[src/rtl/dram_bank_guard_pkg.sv]
package dram_bank_guard_pkg;
  typedef enum logic [3:0] {
    CMD_NOP  = 4'd0,
    CMD_ACT  = 4'd1,
    CMD_RD   = 4'd2,
    CMD_WR   = 4'd3,
    CMD_RDA  = 4'd4,
    CMD_WRA  = 4'd5,
    CMD_PRE  = 4'd6,
    CMD_PREA = 4'd7,
    CMD_LMR  = 4'd8,
    CMD_REF  = 4'd9
  } cmd_e;

  // defaults: ns limits rounded up at 7.5 ns
  localparam int D_RCD = 3;
  localparam int D_RP  = 3;
  localparam int D_RRD = 2;
  localparam int D_RAS = 6;
  localparam int D_WR  = 2;
  localparam int D_WTR = 1;
  localparam int D_MRD = 2;
  localparam int D_RFC = 10;
  localparam int D_BL  = 4;

  // spacing of n cycles -> counter load of n-1
  function automatic int ld(input int n);
    return (n > 0) ? n - 1 : 0;
  endfunction
endpackage

[src/rtl/dram_guard_timer.sv]
module dram_guard_timer #(
  parameter int W = 4
) (
  input  logic         clk_i,
  input  logic         rst_ni,
  input  logic         load_i,
  input  logic [W-1:0] val_i,
  output logic [W-1:0] cnt_o
);
  logic [W-1:0] cnt_q, dec;

  assign dec   = (cnt_q == '0) ? '0 : cnt_q - 1'b1;
  assign cnt_o = cnt_q;

  // a load never shortens a pending wait
  always_ff @(posedge clk_i or negedge rst_ni) begin
    if (!rst_ni)                    cnt_q <= '0;
    else if (load_i && val_i > dec) cnt_q <= val_i;
    else                            cnt_q <= dec;
  end
endmodule

[src/rtl/dram_guard_bank.sv]
module dram_guard_bank
  import dram_bank_guard_pkg::*;
#(
  parameter int W       = 6,
  parameter int T_RCD   = D_RCD,
  parameter int T_RP    = D_RP,
  parameter int T_RAS   = D_RAS,
  parameter int T_WR    = D_WR,
  parameter int HALF_BL = D_BL / 2
) (
  input  logic clk_i,
  input  logic rst_ni,
  input  logic act_i,
  input  logic wr_i,
  input  logic rda_i,
  input  logic wra_i,
  input  logic pre_i,
  output logic open_o,
  output logic ready_o,
  output logic col_ok_o,
  output logic rda_ok_o,
  output logic wra_ok_o,
  output logic pre_ok_o
);
  localparam logic [W-1:0] L_RCD = W'(ld(T_RCD));
  localparam logic [W-1:0] L_RAS = W'(ld(T_RAS));
  localparam logic [W-1:0] L_WR  = W'(ld(HALF_BL + T_WR));
  localparam logic [W-1:0] L_RP  = W'(ld(T_RP));
  localparam logic [W-1:0] L_RDA = W'(ld(HALF_BL + T_RP));
  localparam logic [W-1:0] L_WRA = W'(ld(HALF_BL + T_WR + T_RP));
  localparam logic [W-1:0] RDA_LIM = W'(HALF_BL);
  localparam logic [W-1:0] WRA_LIM = W'(HALF_BL + T_WR);

  logic         open_q;
  logic [W-1:0] rcd_c, ras_c, wr_c, rp_c, rp_val;

  assign rp_val = wra_i ? L_WRA : (rda_i ? L_RDA : L_RP);

  dram_guard_timer #(.W(W)) u_rcd (.clk_i, .rst_ni, .load_i(act_i), .val_i(L_RCD), .cnt_o(rcd_c));
  dram_guard_timer #(.W(W)) u_ras (.clk_i, .rst_ni, .load_i(act_i), .val_i(L_RAS), .cnt_o(ras_c));
  dram_guard_timer #(.W(W)) u_wr  (.clk_i, .rst_ni, .load_i(wr_i | wra_i), .val_i(L_WR), .cnt_o(wr_c));
  dram_guard_timer #(.W(W)) u_rp  (.clk_i, .rst_ni, .load_i(pre_i | rda_i | wra_i),
                                   .val_i(rp_val), .cnt_o(rp_c));

  always_ff @(posedge clk_i or negedge rst_ni) begin
    if (!rst_ni)                       open_q <= 1'b0;
    else if (act_i)                    open_q <= 1'b1;
    else if (pre_i | rda_i | wra_i)    open_q <= 1'b0;
  end

  assign open_o   = open_q;
  assign ready_o  = !open_q && rp_c == '0;
  assign col_ok_o = open_q && rcd_c == '0;
  // self-timed precharge must land at or after tRAS and write recovery
  assign rda_ok_o = ras_c <= RDA_LIM && wr_c <= RDA_LIM;
  assign wra_ok_o = ras_c <= WRA_LIM;
  assign pre_ok_o = !open_q || (ras_c == '0 && wr_c == '0);
endmodule

[src/rtl/dram_guard_shared.sv]
module dram_guard_shared
  import dram_bank_guard_pkg::*;
#(
  parameter int W       = 6,
  parameter int T_RRD   = D_RRD,
  parameter int T_WTR   = D_WTR,
  parameter int T_MRD   = D_MRD,
  parameter int T_RFC   = D_RFC,
  parameter int HALF_BL = D_BL / 2
) (
  input  logic clk_i,
  input  logic rst_ni,
  input  logic act_i,
  input  logic wr_i,
  input  logic lmr_i,
  input  logic ref_i,
  output logic rrd_ok_o,
  output logic wtr_ok_o,
  output logic mrd_ok_o,
  output logic rfc_ok_o
);
  localparam logic [W-1:0] L_RRD = W'(ld(T_RRD));
  localparam logic [W-1:0] L_WTR = W'(ld(HALF_BL + T_WTR));
  localparam logic [W-1:0] L_MRD = W'(ld(T_MRD));
  localparam logic [W-1:0] L_RFC = W'(ld(T_RFC));

  logic [W-1:0] rrd_c, wtr_c, mrd_c, rfc_c;

  dram_guard_timer #(.W(W)) u_rrd (.clk_i, .rst_ni, .load_i(act_i), .val_i(L_RRD), .cnt_o(rrd_c));
  dram_guard_timer #(.W(W)) u_wtr (.clk_i, .rst_ni, .load_i(wr_i),  .val_i(L_WTR), .cnt_o(wtr_c));
  dram_guard_timer #(.W(W)) u_mrd (.clk_i, .rst_ni, .load_i(lmr_i), .val_i(L_MRD), .cnt_o(mrd_c));
  dram_guard_timer #(.W(W)) u_rfc (.clk_i, .rst_ni, .load_i(ref_i), .val_i(L_RFC), .cnt_o(rfc_c));

  assign rrd_ok_o = rrd_c == '0;
  assign wtr_ok_o = wtr_c == '0;
  assign mrd_ok_o = mrd_c == '0;
  assign rfc_ok_o = rfc_c == '0;
endmodule

[src/rtl/dram_bank_guard.sv]
module dram_bank_guard
  import dram_bank_guard_pkg::*;
#(
  parameter int N_BANK    = 4,
  parameter int T_RCD     = D_RCD,
  parameter int T_RP      = D_RP,
  parameter int T_RRD     = D_RRD,
  parameter int T_RAS     = D_RAS,
  parameter int T_WR      = D_WR,
  parameter int T_WTR     = D_WTR,
  parameter int T_MRD     = D_MRD,
  parameter int T_RFC     = D_RFC,
  parameter int BURST_LEN = D_BL,
  localparam int BANK_W   = $clog2(N_BANK)
) (
  input  logic              clk_i,
  input  logic              rst_ni,
  input  logic              cmd_valid_i,
  input  logic [3:0]        cmd_i,
  input  logic [BANK_W-1:0] bank_i,
  output logic              grant_o,
  output logic [N_BANK-1:0] bank_open_o,
  output logic              proto_err_o
);
  localparam int HALF_BL = BURST_LEN / 2;
  localparam int MAX_LD  = T_RCD + T_RP + T_RRD + T_RAS + T_WR + T_WTR + T_MRD + T_RFC + HALF_BL;
  localparam int CNT_W   = $clog2(MAX_LD + 1);

  cmd_e cmd;
  logic legal, bad, err_q;
  logic rrd_ok, wtr_ok, mrd_ok, rfc_ok;
  logic [N_BANK-1:0] open, ready, col_ok, rda_ok, wra_ok, pre_ok;
  logic [N_BANK-1:0] act_go, wr_go, rda_go, wra_go, pre_go;

  assign cmd = cmd_e'(cmd_i);

  always_comb begin
    case (cmd)
      CMD_NOP:          legal = 1'b1;
      CMD_ACT:          legal = ready[bank_i] && rrd_ok && rfc_ok;
      CMD_RD:           legal = col_ok[bank_i] && wtr_ok;
      CMD_RDA:          legal = col_ok[bank_i] && wtr_ok && rda_ok[bank_i];
      CMD_WR:           legal = col_ok[bank_i];
      CMD_WRA:          legal = col_ok[bank_i] && wra_ok[bank_i];
      CMD_PRE:          legal = pre_ok[bank_i];
      CMD_PREA:         legal = &pre_ok;
      CMD_LMR, CMD_REF: legal = &ready && rfc_ok;
      default:          legal = 1'b0;
    endcase
    if (cmd != CMD_NOP && !mrd_ok) legal = 1'b0;
  end

  assign grant_o = cmd_valid_i && legal;

  always_comb begin
    bad = 1'b0;
    if (cmd_valid_i) begin
      if (cmd == CMD_ACT && open[bank_i]) bad = 1'b1;
      if ((cmd == CMD_RD || cmd == CMD_WR || cmd == CMD_RDA || cmd == CMD_WRA) && !open[bank_i])
        bad = 1'b1;
    end
  end

  always_ff @(posedge clk_i or negedge rst_ni) begin
    if (!rst_ni) err_q <= 1'b0;
    else if (bad) err_q <= 1'b1;
  end

  for (genvar b = 0; b < N_BANK; b++) begin : g_bank
    logic hit;
    assign hit       = grant_o && bank_i == BANK_W'(b);
    assign act_go[b] = hit && cmd == CMD_ACT;
    assign wr_go[b]  = hit && cmd == CMD_WR;
    assign rda_go[b] = hit && cmd == CMD_RDA;
    assign wra_go[b] = hit && cmd == CMD_WRA;
    assign pre_go[b] = (hit && cmd == CMD_PRE) || (grant_o && cmd == CMD_PREA);

    dram_guard_bank #(
      .W(CNT_W), .T_RCD(T_RCD), .T_RP(T_RP), .T_RAS(T_RAS), .T_WR(T_WR), .HALF_BL(HALF_BL)
    ) u_bank (
      .clk_i, .rst_ni,
      .act_i(act_go[b]), .wr_i(wr_go[b]), .rda_i(rda_go[b]), .wra_i(wra_go[b]), .pre_i(pre_go[b]),
      .open_o(open[b]), .ready_o(ready[b]), .col_ok_o(col_ok[b]),
      .rda_ok_o(rda_ok[b]), .wra_ok_o(wra_ok[b]), .pre_ok_o(pre_ok[b])
    );
  end

  dram_guard_shared #(
    .W(CNT_W), .T_RRD(T_RRD), .T_WTR(T_WTR), .T_MRD(T_MRD), .T_RFC(T_RFC), .HALF_BL(HALF_BL)
  ) u_shared (
    .clk_i, .rst_ni,
    .act_i(grant_o && cmd == CMD_ACT),
    .wr_i(grant_o && (cmd == CMD_WR || cmd == CMD_WRA)),
    .lmr_i(grant_o && cmd == CMD_LMR),
    .ref_i(grant_o && cmd == CMD_REF),
    .rrd_ok_o(rrd_ok), .wtr_ok_o(wtr_ok), .mrd_ok_o(mrd_ok), .rfc_ok_o(rfc_ok)
  );

  assign bank_open_o = open;
  assign proto_err_o = err_q;
endmodule

[config.mk]
export PLATFORM = sky130hd
export DESIGN_NAME = dram_bank_guard
export DESIGN_NICKNAME = d
export VERILOG_FILES = /design/src/rtl/dram_bank_guard_pkg.sv /design/src/rtl/dram_guard_timer.sv /design/src/rtl/dram_guard_bank.sv /design/src/rtl/dram_guard_shared.sv /design/src/rtl/dram_bank_guard.sv
export SDC_FILE = /design/constraint.sdc
export NUM_CORES = 1
export LEC_CHECK = 0
export ABC_CLOCK_PERIOD_IN_PS = 7000
export BUFFER_PORTS_ARGS = -buffer_cell sky130_fd_sc_hd__buf_2
export CORE_ASPECT_RATIO = 0.6
export CORE_MARGIN = 3
export CORE_UTILIZATION = 30
export DETAILED_ROUTE_END_ITERATION = 6
export PLACE_DENSITY = 0.54
export SYNTH_ARGS = -nofsm -noshare
export SYNTH_HDL_FRONTEND = slang
export SYNTH_SLANG_ARGS = --single-unit
[constraint.sdc]
create_clock -name clk_i -period 7 [get_ports clk_i]
set_clock_uncertainty 0.15 [all_clocks]
set_input_delay 1.05 -clock clk_i [delete_from_list [all_inputs] [get_ports clk_i]]
set_output_delay 1.05 -clock clk_i [all_outputs]
set_load 0.05 [all_outputs]
==> metrics <==
fin nets 745; MaxCap Viol Count 0; Detailed Routing Iterations Pass 1 5; Worst EP required 7.12 ns; switching share of power 40.8%; Post-Syn Area 6440 um^2; Die Height between 100 and 150 um; Initial Utilization 31.4%; CTS max path bufs 2; Slew @ Worst Pin 1.04 ns; switching pwr 1390 uW; Yosys cell types 63; Vias 4819; Clk pwr share 18.2%; Final GP Congestion 0.910; Min Clock Period, post-route 5.14 ns; number of DRC markers in iteration 0 between 300 and 400; global-route wire length before repair between 20000 and 25000 um; RSZ-0062 raised after global routing no; Yosys reg bits 105; FILL cells 2082; Post-synth EDFFs 0; io pins 15; Reg power frac 36.0%; largest net degree at the start of global routing slightly below 60; fin. max-slew vios 0; final setup fails 0; Hold Path Class reg2reg; total die area between 20000 and 25000 um^2; crit share post-route 73.4%; DRT Wirelength 15000 um; DRT antenna net count 0; Seq/Total Area, Yosys 40.8%; setup bufs post-CTS 0; share of cells above drive strength 1 9.41%; Antenna Diode Count 0; Lkg Pwr 0.00310 uW; worst endpoint data arrival time 5.26 ns; detailed placement HPWL 11600 um; Global Route Usage Sum 13.3%; # DRC 0; Post-synth top flop dfrtp_1; CP Capture Type flop; DR WL/cell 15.6 um; antenna violations before repair 1; Reg area 2630 um^2; Crit Path Max Fanout 20; Remaining Overflow, GRT 0; worst hold slack about 0.31 ns; status completed; Clk pin slew, worst setup/hold paths 0.07 ns; area used by multi-input combinational logic 3510 um^2; Synth warnings 0; Via density 5.00; max_slew headroom a little under a third; CTS sink count between 100 and 150; synthesized net count about 740; crit path kind reg2reg; clk_lat worst skew 0.35 ns; post-synthesis average cell area 9.52 um^2; Post-synth ARST share 100%; root buffer cell clkbuf_16; cts repair resizes 0; CP Launch Type flop; H-tree depth 3; Fmax 195 MHz; CTS tree done; CTS Hold Bufs 0; final setup TNS 0 ns; CTS buffer count 9; vias in the first global route 4490; Final Hold Vio Count 0; Gate power share 45.8%; IO Port Bufs 14; core area 20500 um^2; cells after synthesis 676; peak supply drop roughly 210 uV; Internal 2010 uW; die width 195 um; Pwr Density between 400 and 500 nW/um^2; row count 40; synthesis-to-finish area growth 10.8%
-- layout by cell type, fill, tap and decap left out, types with 5 or more instances in the layout --
master | netlist | final
nand3_1 | 8 | 8
clkbuf_16 | 0 | 9
or4_1 | 12 | 12
and2_1 | 6 | 6
nor3_1 | 53 | 53
ha_1 | 50 | 50
xor2_1 | 5 | 5
or3_1 | 5 | 5
nor4b_2 | 10 | 10
a21o_1 | 14 | 14
o22ai_1 | 15 | 15
nand2_1 | 49 | 49
mux2_2 | 6 | 6
o21ai_0 | 21 | 21
dfrtp_1 | 105 | 105
a31oi_1 | 7 | 7
mux2i_1 | 6 | 6
nand2b_1 | 18 | 18
nor4b_1 | 7 | 7
xnor2_1 | 30 | 30
nor3b_1 | 6 | 6
nor4_1 | 7 | 7
nor2_1 | 79 | 79
a21oi_1 | 21 | 21
buf_2 | 2 | 13
inv_1 | 55 | 55
-- cells by family (layout without fill, tap and decap cells) --
| kind of cell | Yosys count | after routing | share of synthesized area (%) |
|---|---|---|---|
| simple gates | 287 | 287 | 25.2 |
| compound gates | 114 | 114 | 12.4 |
| flops | 105 | 105 | 40.8 |
| fa+ha+maj | 50 | 50 | 9.72 |
| xor+xnor | 35 | 35 | 4.76 |
| buf+inv | 71 | 86 | 4.64 |
| mux | 14 | 14 | 2.45 |
-- critical path, cell delays in order (launching register included) --
cell       delay, ns
dfrtp_1         0.40
inv_1           0.08
ha_1            0.20
nor4b_1         0.65
nand3_1         0.16
a31oi_1         0.34
o2111ai_1       0.23
o41ai_4         0.12
o22ai_2         0.42
a21o_1          0.41
or3_1           0.40
ha_1            0.30
o211a_1         0.10
or4_1           0.54
or4_1           0.41
o22ai_1         0.13
-- metal layers --
metal / up-vias / part of all wire, % / global-route usage (%)
met3: 11 / 5.2 / 3.56
met1: 2293 / 59 / 22.9
met2: 101 / 35 / 15.9
met5: - / 0.13 / 0
met4: 2 / 0.55 / 1.87
li1: 2412 / - / -
-- metrics by stage --
| stage | area, um^2 | util (%) | total power, uW | setup WS [ns] | std cells |
|---|---|---|---|---|---|
| detailed placement | 6770 | 33.0 | 2770 | 1.67 | 948 |
| global placement | 6770 | 33.0 | 2780 | 1.76 | 948 |
| CTS | 7130 | 34.8 | 3410 | 1.91 | 964 |
| floorplan | 6440 | - | 2400 | 2.30 | 676 |
| global route | 7130 | 34.8 | 3720 | 1.52 | 964 |
| finish | 7130 | 34.8 | 3400 | 1.86 | 964 |
-- power by group through the flow --
stage	logic (uW)	clock network [uW]	registers, uW
2_1_floorplan	1240	0	1160
3_3_place_gp	1550	0	1230
3_5_place_dp	1550	0	1230
4_1_cts	1560	639	1220
5_1_grt	1790	663	1270
6_report	1560	618	1220
-- worst paths after layout --
kind	to	depth (start not counted)	slack, ns	from
max	g_bank[0].u_bank.u_rp.cnt_o[2]	15	1.86	g_bank[3].u_bank.u_rcd.cnt_o[0]
min	g_bank[1].u_bank.u_rp.cnt_o[0]	1	0.31	g_bank[1].u_bank.u_rp.cnt_o[0]
max reg2reg	g_bank[0].u_bank.u_rp.cnt_o[2]	15	1.86	g_bank[3].u_bank.u_rcd.cnt_o[0]
min reg2reg	g_bank[1].u_bank.u_rp.cnt_o[0]	1	0.31	g_bank[1].u_bank.u_rp.cnt_o[0]
max in group asynchronous	g_bank[1].u_bank.u_rp.cnt_o[0]	2	4.92	rst_ni
min in group asynchronous	g_bank[2].u_bank.u_rcd.cnt_o[4]	1	0.57	rst_ni
-- sequential cells by signal, indices dropped and copies added, names as in the netlist --
register	cells
g_bank.u_bank.u_ras.cnt_o	20
g_bank.u_bank.u_rp.cnt_o	20
g_bank.u_bank.u_wr.cnt_o	20
u_shared.u_rfc.cnt_o	5
u_shared.u_wtr.cnt_o	5
g_bank.u_bank.open_o	4
u_shared.u_rrd.cnt_o	5
u_shared.u_mrd.cnt_o	5
proto_err_o	1
g_bank.u_bank.u_rcd.cnt_o	20
-- area by class of cell --
type	count	area share, %
Clock buffer	9	3.16
Inverter	55	2.89
Clock inverter	7	1.98
Sequential cell	105	36.8
Timing Repair Buffer	15	1.12
Tap cell	273	4.79
Multi-Input combinational cell	500	49.2
-- cells in the mapped netlist, drive strengths merged (14+ instances only) --
library cell    n  area share (%)
nand2          49             2.9
a21o           14             1.6
nor3           53             4.1
inv            55             3.2
nor4b          20             4.4
o22ai          16             1.7
dfrtp         105              41
nand2b         18             1.7
nor2           80             4.7
o21ai          22             1.8
xnor2          30             4.1
ha             50             9.7
or4            14             1.7
a21oi          21             1.6
Note: power is estimated with default switching activity, not from simulation.
